<file path="src/rtl/ebus_pkg.sv">
package ebus_pkg;
    localparam int MB_SHIFT  = 20;
    localparam int MAX_CODE  = 10;
    localparam logic [5:0] ACK_WAIT = 6'h3F;

    typedef enum logic [1:0] {
        S_IDLE = 2'd0,
        S_WAIT = 2'd1,
        S_ACKW = 2'd2,
        S_DONE = 2'd3
    } seq_state_t;

    function automatic int size_cap(input int bus_w);
        if (bus_w <= 8)
            return 8;
        else if (bus_w <= 16)
            return 9;
        else
            return MAX_CODE;
    endfunction
endpackage

</file>
<file path="src/rtl/ebus_win_dec.sv">
module ebus_win_dec
    import ebus_pkg::*;
#(
    parameter int ADDR_W    = 32,
    parameter int MEM_BUS_W = 16
) (
    input  logic [ADDR_W-1:0] addr,
    input  logic [ADDR_W-1:0] base,
    input  logic [3:0]        size_code,
    output logic              hit
);
    localparam int          CAP   = size_cap(MEM_BUS_W);
    localparam logic [3:0]  CAP_C = 4'(CAP);

    logic [3:0]        eff_code;
    logic [5:0]        low_bits;
    logic [ADDR_W-1:0] low_mask;
    logic              code_ok;

    always_comb begin
        code_ok  = (size_code <= 4'(MAX_CODE));
        eff_code = (size_code > CAP_C) ? CAP_C : size_code;
        low_bits = 6'(MB_SHIFT) + {2'b00, eff_code};
        low_mask = ({{(ADDR_W-1){1'b0}}, 1'b1} << low_bits) - 1'b1;
        hit      = code_ok && (((addr ^ base) & ~low_mask) == '0);
    end
endmodule

</file>
<file path="src/rtl/ebus_wait_cnt.sv">
module ebus_wait_cnt #(
    parameter int CNT_W = 6
) (
    input  logic             clk,
    input  logic             rst_n,
    input  logic             load,
    input  logic [CNT_W-1:0] load_val,
    output logic             expired
);
    logic [CNT_W-1:0] cnt;

    always_ff @(posedge clk or negedge rst_n) begin
        if (!rst_n)
            cnt <= '0;
        else if (load)
            cnt <= load_val;
        else if (cnt != '0)
            cnt <= cnt - 1'b1;
    end

    assign expired = (cnt == '0);
endmodule

</file>
<file path="src/rtl/ebus_wait_seq.sv">
module ebus_wait_seq
    import ebus_pkg::*;
#(
    parameter int ADDR_W    = 32,
    parameter int MEM_BUS_W = 16,
    parameter int LANES     = 4,
    parameter int BLEN_W    = 4
) (
    input  logic              clk,
    input  logic              rst_n,
    input  logic [1:0]        cfg_pwt,
    input  logic [3:0]        cfg_wt,
    input  logic [3:0]        cfg_size,
    input  logic              cfg_bc,
    input  logic              cfg_page,
    input  logic [ADDR_W-1:0] cfg_base,
    input  logic              req_valid,
    input  logic [ADDR_W-1:0] req_addr,
    input  logic              req_write,
    input  logic [LANES-1:0]  req_lanes,
    input  logic [BLEN_W-1:0] req_len,
    input  logic              ext_ack,
    output logic              cs_n,
    output logic [LANES-1:0]  strb_n,
    output logic              beat_done,
    output logic              cfg_err
);
    localparam int CNT_W = 6;

    seq_state_t        st, st_nxt;
    logic              hit, accept, cnt_load, cnt_expired;
    logic [CNT_W-1:0]  cnt_val;
    logic              live_ack, held_ack;
    logic [CNT_W-1:0]  live_first, held_next;

    logic              h_page, h_bc, h_wr;
    logic [1:0]        h_pwt;
    logic [3:0]        h_wt;
    logic [LANES-1:0]  h_lanes;
    logic [BLEN_W-1:0] beats_left;

    ebus_win_dec #(.ADDR_W(ADDR_W), .MEM_BUS_W(MEM_BUS_W)) u_win (
        .addr      (req_addr),
        .base      (cfg_base),
        .size_code (cfg_size),
        .hit       (hit)
    );

    ebus_wait_cnt #(.CNT_W(CNT_W)) u_cnt (
        .clk      (clk),
        .rst_n    (rst_n),
        .load     (cnt_load),
        .load_val (cnt_val),
        .expired  (cnt_expired)
    );

    // Wait values: live fields for the lead beat, held fields afterwards.
    always_comb begin
        live_first = cfg_page ? {2'b00, cfg_wt} : {cfg_pwt, cfg_wt};
        live_ack   = !cfg_page && ({cfg_pwt, cfg_wt} == ACK_WAIT);
        held_next  = h_page ? {4'b0000, h_pwt} : {h_pwt, h_wt};
        held_ack   = !h_page && ({h_pwt, h_wt} == ACK_WAIT);
    end

    // Next-state and counter-load decode.
    always_comb begin
        st_nxt   = st;
        cnt_load = 1'b0;
        cnt_val  = '0;
        accept   = 1'b0;
        unique case (st)
            S_IDLE: begin
                if (req_valid && hit) begin
                    accept   = 1'b1;
                    cnt_load = 1'b1;
                    cnt_val  = live_first;
                    st_nxt   = live_ack ? S_ACKW : S_WAIT;
                end
            end
            S_WAIT: begin
                if (cnt_expired)
                    st_nxt = S_DONE;
            end
            S_ACKW: begin
                if (ext_ack)
                    st_nxt = S_DONE;
            end
            S_DONE: begin
                if (beats_left == '0) begin
                    st_nxt = S_IDLE;
                end else begin
                    cnt_load = 1'b1;
                    cnt_val  = held_next;
                    st_nxt   = held_ack ? S_ACKW : S_WAIT;
                end
            end
            default: st_nxt = S_IDLE;
        endcase
    end

    // State register and access capture.
    always_ff @(posedge clk or negedge rst_n) begin
        if (!rst_n) begin
            st         <= S_IDLE;
            h_page     <= 1'b0;
            h_bc       <= 1'b0;
            h_wr       <= 1'b0;
            h_pwt      <= '0;
            h_wt       <= '0;
            h_lanes    <= '0;
            beats_left <= '0;
        end else begin
            st <= st_nxt;
            if (accept) begin
                h_page     <= cfg_page;
                h_bc       <= cfg_bc;
                h_wr       <= req_write;
                h_pwt      <= cfg_pwt;
                h_wt       <= cfg_wt;
                h_lanes    <= req_lanes;
                beats_left <= req_len;
            end else if (st == S_DONE && beats_left != '0) begin
                beats_left <= beats_left - 1'b1;
            end
        end
    end

    // Outputs.
    always_comb begin
        cs_n      = (st == S_IDLE);
        beat_done = (st == S_DONE);
        strb_n    = (st != S_IDLE && (!h_bc || h_wr)) ? ~h_lanes : '1;
        cfg_err   = cfg_page && (cfg_wt < {2'b00, cfg_pwt});
    end
endmodule

</file>
<file path="config.mk">
export PLATFORM = sky130hd
export DESIGN_NAME = ebus_wait_seq
export DESIGN_NICKNAME = d
export VERILOG_FILES = /design/src/rtl/ebus_pkg.sv /design/src/rtl/ebus_win_dec.sv /design/src/rtl/ebus_wait_cnt.sv /design/src/rtl/ebus_wait_seq.sv
export SDC_FILE = /design/constraint.sdc
export NUM_CORES = 1
export LEC_CHECK = 0
export BUFFER_PORTS_ARGS = -buffer_cell sky130_fd_sc_hd__buf_4
export CELL_PAD_IN_SITES_DETAIL_PLACEMENT = 0
export CELL_PAD_IN_SITES_GLOBAL_PLACEMENT = 1
export CORE_MARGIN = 1
export CORE_UTILIZATION = 35
export DETAILED_ROUTE_END_ITERATION = 6
export GPL_TIMING_DRIVEN = 0
export PLACE_DENSITY_LB_ADDON = 0.1
export SLEW_MARGIN = 20
export SYNTH_ARGS = -nofsm -noshare
export SYNTH_HDL_FRONTEND = slang
export SYNTH_SLANG_ARGS = --single-unit
export TNS_END_PERCENT = 50
</file>
<file path="constraint.sdc">
create_clock -name clk -period 6 [get_ports clk]
set_input_delay 0.9 -clock clk [delete_from_list [all_inputs] [get_ports clk]]
set_output_delay 0.9 -clock clk [all_outputs]
set_load 0.01 [all_outputs]
</file>
* Yosys cells after proc, flatten, opt, wreduce, memory -nomap -nowiden
Index checks and enable logic that the tools add are counted.
W data, S select, Z words.
** Storage, ports and cells
- Flip-flop bits (word level) :: 25
- Bits of input ports :: 89
- Output and inout port bits :: 7
- Word-level logic and storage cells :: 72
** Cells by class
- Add/sub/neg operators :: 4
- Order comparisons :: 3
- Eq/ne operators :: 8
- Shifts and indexed selects :: 1
- Mux-type cells :: 22
- Bitwise logic cells :: 4
- Reductions and logical operators :: 21
** Operators by type and width (number)
- $mux W6 :: 6
- $and A32 B32 Y32 :: 1
- $logic_not A32 Y1 :: 1
- $not A32 Y32 :: 1
- $shl A1 B6 Y32 const A :: 1
- $sub A32 B1 Y32 const B :: 1
- $xor A32 B32 Y32 :: 1
- $mux W4 :: 4
- $eq A6 B6 Y1 const B :: 2
- $mux W2 :: 6
- $pmux W6 S2 :: 1
- $pmux W2 S4 :: 1
- $logic_and A1 B1 Y1 :: 7
- $add A5 B4 Y6 const A :: 1
- $logic_not A6 Y1 :: 1
- $reduce_bool A2 Y1 :: 3
- $reduce_bool A6 Y1 :: 1
- $sub A6 B1 Y6 const B :: 1
- $eq A2 B2 Y1 const B :: 2
- $gt A4 B4 Y1 const B :: 1
- $le A4 B4 Y1 const B :: 1
- $logic_not A4 Y1 :: 1
- $lt A4 B2 Y1 :: 1
- $ne A2 B2 Y1 const B :: 2
- 11 further kinds :: 15

* Logic depth before layout (Yosys ltp)
- Word-level depth :: 13
- Gate-level depth with buffers :: 10
- Gate-level depth less buffers :: 8

* Hierarchy
From an unflattened synthesis, not the netlist that was laid out.
** Second synthesis, totals
- Cell total of the unflattened synthesis :: 211
- Area, all modules :: 1790.5 µm²
** By module, submodules not included
- ebus_wait_seq :: instances 1, cells an instance 136, area an instance 1128.6 µm², sequential area each 475.5 µm²
- ebus_wait_cnt :: instances 1, cells an instance 40, area an instance 400.4 µm², sequential area each 150.1 µm²
- ebus_win_dec :: instances 1, cells an instance 35, area an instance 261.5 µm², sequential area each 0.0 µm²

* Worst setup path before layout
Ideal clock, no wire load.
- Kind :: input to output
- From :: input cfg_pwt[1]
- To :: output cfg_err
- Data arrival time :: 1.797 ns
- Required time :: 5.100 ns
- Path slack :: 3.303 ns
- Cell stages on the path :: 4
- Path buffers :: 0
- Cells stage by stage :: inv_1 > ha_1 > or4_1 > a21oi_1
** Between the ends
- Longest elaborated chain between the ends :: 2
** Ends and longest elaborated chain
- start: declaration :: line ebus_wait_seq.sv:11 : input logic [1:0] cfg_pwt,
- $lt A4 B2 Y1 :: line ebus_wait_seq.sv:133 : cfg_err = cfg_page && (cfg_wt < {2'b00, cfg_pwt});
- $logic_and A1 B1 Y1 :: line ebus_wait_seq.sv:133
- end: declaration :: line ebus_wait_seq.sv:26 : output logic cfg_err
Every way passes these cells.

* Worst setup path after layout
Same ends and word-level chain as after synthesis.

==> summary.md <==
| Metric | Value |
|---|---|
| Top cell type's share of synthesized area | between 30% and 40% |
| Skew final | between 0.003 and 0.004 ns |
| TritonCTS Sinks | 25 |
| Compound-Gate Fraction of Synth Area | 18.69% |
| ANT cells | 0 |
| H-tree depth | 1 |
| Mux share of post-synthesis cell area | 12.59% |
| Critical path required time | 5.10 ns |
| Switching part of the total | 38.45% |
| PostCTS Resize Cnt | 0 |
| Internal power | 485.9 uW |
| Die Y | 74.67 um |
| Hold WC Path Type | primary input to asynchronous set/reset pin |
| Clock-pin transition on the worst setup and hold timing paths | 0.09 ns |
| Filler instances | between 500 and 600 |
| Cell taking the most area after synthesis | dfrtp_1 |
| Combinational share of power | between 50% and 60% |
| DRT Wirelength | 4139 um |
| Register area share after synthesis | 33.85% |
| P_leak | 1.110 nW |
| Pin count of the biggest net entering global routing | 26 |
| Final Instance Area | 2446 um^2 |
| Starting DRT DRC Count | 39 |
| Via count | about 1.6k |
| Placer Congestion | 0.7425 |
| Crit Path Class | primary input to primary output |
| Reg-to-reg endpoint | h_wt[2] |
| Final net count | between 300 and 400 |
| Overall Power | 789.5 uW |
| Yosys reg bits | 25 |
| Area delta synth->final | 32.36% |
| Vias/cell | 4.892 |
| Final Hold Violating Endpoints | 0 |
| Maximum VDD drop | between 0.00015 and 0.0002 V |
| Xor and xnor area share after synthesis | 10.90% |
| Core Box Area | 5107 um^2 |
| Seq pwr share | 33.3% |
| Highest Clock Rate | 0.3497 GHz |
| Clock root cell | clkbuf_8 |
| Crit path capture type | primary output |
| TritonCTS clock tree | yes |
| Multi-input gate area | 1142 um^2 |
| DP Wirelength | about 3300 um |
| R2r setup slk | 3.37 ns |
| EDFF count, synth | 0 |
| CP max stage delay | between 0.4 and 0.5 ns |
| Slew margin rel. | 33.17% |
| CTS Buf Count | 3 |
| Maxcap violations | 0 |
| Initial antenna violation count | 0 |
| Crit path time final | 2.859 ns |
| Synth warnings | 0 |
| Simple-gate share of the synthesized area | 13.13% |
| Critical R2R Launch | st[0] |
| RSZ-0062 raised after global routing | no |
| Non-filler cells, final | 325 |
| Net switching power | about 300 uW |
| Distinct cells, synth | 48 |
| Top FF cell, synth | dfrtp_1 |
| Hold slack | 0.5103 ns |
| Worst setup endpoint | cfg_err |
| # setup viols final | 0 |
| DR pass1 iterations | 5 |
| Slew Viols, Final | 0 |
| Post-synthesis adder-cell area fraction | 6.093% |
| Detail Route Antenna Nets | 0 |
| FF/Latch Area | ~630 um^2 |
| Clock latency at the later pin of the worst-skew pair | about 0.27 ns |
| Die Wd | 74.67 um |
| CP Max Fanout | 4 |
| Worst-Margin Slew | approximately 0.99 ns |
| WP data arrival | 1.96 ns |
| IO Pins | 96 |
| Max Buffers Root-to-Sink | 2 |
| Total GRT Usage | between 15 and 20% |
| Worst setup path start | cfg_pwt[1] |
| Average size of a mapped cell | around 10 um^2 |
| DRC | 0 |
| P per Cell Area | between 300 and 400 nW/um^2 |
| Synth area leaders | dfrtp_1 34%, mux2_2 11%, xnor2_1 6.6%, ha_1 6.1%, xor2_1 4.3% |
| Crit-path slowest cell | or4_1 |
| Fin crit share | 47.66% |
| Routed length per instance | ~13 um |
| Clock share of power | 12.9% |
| Initial Util | between 30% and 40% |
| Inst Count DP | 321 |
| Num rows | 26 |
| Post-CTS setup buffer count | 0 |
| Worst path cell trace | buf_4 > inv_1 > ha_1 > or4_1 > a21oi_1 > buf_4 |
| Outcome | completed |
| Most common cell on crit path | buf_4 |
| Largest family of logic cells by synthesized area | compound AO/OA/AOI/OAI gates |
| Reg2Reg Depth | 9 |
| Ys async rst share | 100.0% |
| First-pass GRT wire length | 6996 um |
| GR Overflow Total | 0 |
| Vias in the first global route | ~1.6k |
| Layout cell share with drive strength beyond 1 | 36.08% |
| Setup TNS | 0 ns |
| Cell area after synthesis | 1848 um^2 |
| CP Launch Type | primary input |
| Port bufs | 61 |
| Hold Buf Count CTS | 0 |
| Die area | between 5000 and 6000 um^2 |
| DP Area | 2397 um^2 |
| Cells after Synth | 189 |
## Yosys cell counts, drive strengths merged (3+ instances only)
master,n
a211oi,3
a21oi,14
a221oi,3
buf,4
dfrtp,25
ha,9
inv,14
mux2,18
mux2i,3
nand2,12
nand4,4
nor2,9
o21ai,7
or4,3
xnor2,14
xor2,9
## through the flow
step	setup slack, ns	utilization [%]
final	3.141	47.89
after detailed placement	3.063	46.94
after floorplan	3.303	-
after global routing	3.071	47.89
after global placement	3.063	46.94
after CTS	3.131	47.89
## layer usage
metal  part of all wire (%)  track usage [%]
met1                     47            22.09
met2                     47            27.33
met3                    4.5            2.410
met4                   0.99            3.774
met5                      0                0
## worst min path at each step
stage	slack, ns	endpoint	cells past startpoint
final	0.51	u_cnt.cnt[5]	1
after global routing	0.52	u_cnt.cnt[5]	1
after CTS	0.52	u_cnt.cnt[5]	1
after detailed placement	0.50	h_lanes[3]	1
after global placement	0.49	h_lanes[3]	1
after floorplan	0.48	h_lanes[3]	1
## critical path: cells and delay by family
family	cells	cell delay [ns]
simple gates	1	0.49
buf+inv	3	0.27
fa+ha+maj	1	0.18
compound gates	1	0.13
## cells in the final DEF (no fill, tap or decap), types with 3 or more instances in the layout
cell type / n
xnor2_1: 14
a21oi_1: 12
dfrtp_1: 25
o21ai_0: 7
nand4_1: 4
xor2_1: 9
mux2_2: 18
nor2_1: 9
ha_1: 9
buf_4: 63
clkbuf_8: 3
mux2i_1: 3
a211oi_1: 3
inv_1: 14
nand2_1: 12
## sequential cells by signal, indices dropped and copies added, names as in the netlist
signal	flops
h_lanes	4
h_wt	4
u_cnt.cnt	6
st	2
h_wr	1
h_pwt	2
h_page	1
beats_left	4
h_bc	1
## area by class of cell
type                            count  share of cell area (%)
Buffer                              4                   1.279
Clock buffer                        3                   1.688
Clock inverter                      1                  0.3069
Inverter                           14                   2.148
Multi-Input combinational cell    147                   46.70
Sequential cell                    25                   25.58
Tap cell                           70                   3.581
Timing Repair Buffer               61                   18.72
## power groups by stage
stage / logic, mW / registers, mW / clock network [mW]
floorplan: 0.319 / 0.257 / 0
detailed placement: 0.424 / 0.267 / 0
global route: 0.481 / 0.271 / 0.114
global placement: 0.426 / 0.265 / 0
finish: 0.425 / 0.263 / 0.102
CTS: 0.431 / 0.263 / 0.107
## kinds of logic (layout without fill, tap and decap cells)
family          count (synthesis)  in the layout
flops                          25             25
simple gates                   45             45
compound gates                 47             47
xor+xnor                       23             23
mux                            21             21
other cells                     1              2
buf+inv                        18             83
fa+ha+maj                       9              9
Power figures use the tool's default switching activity.
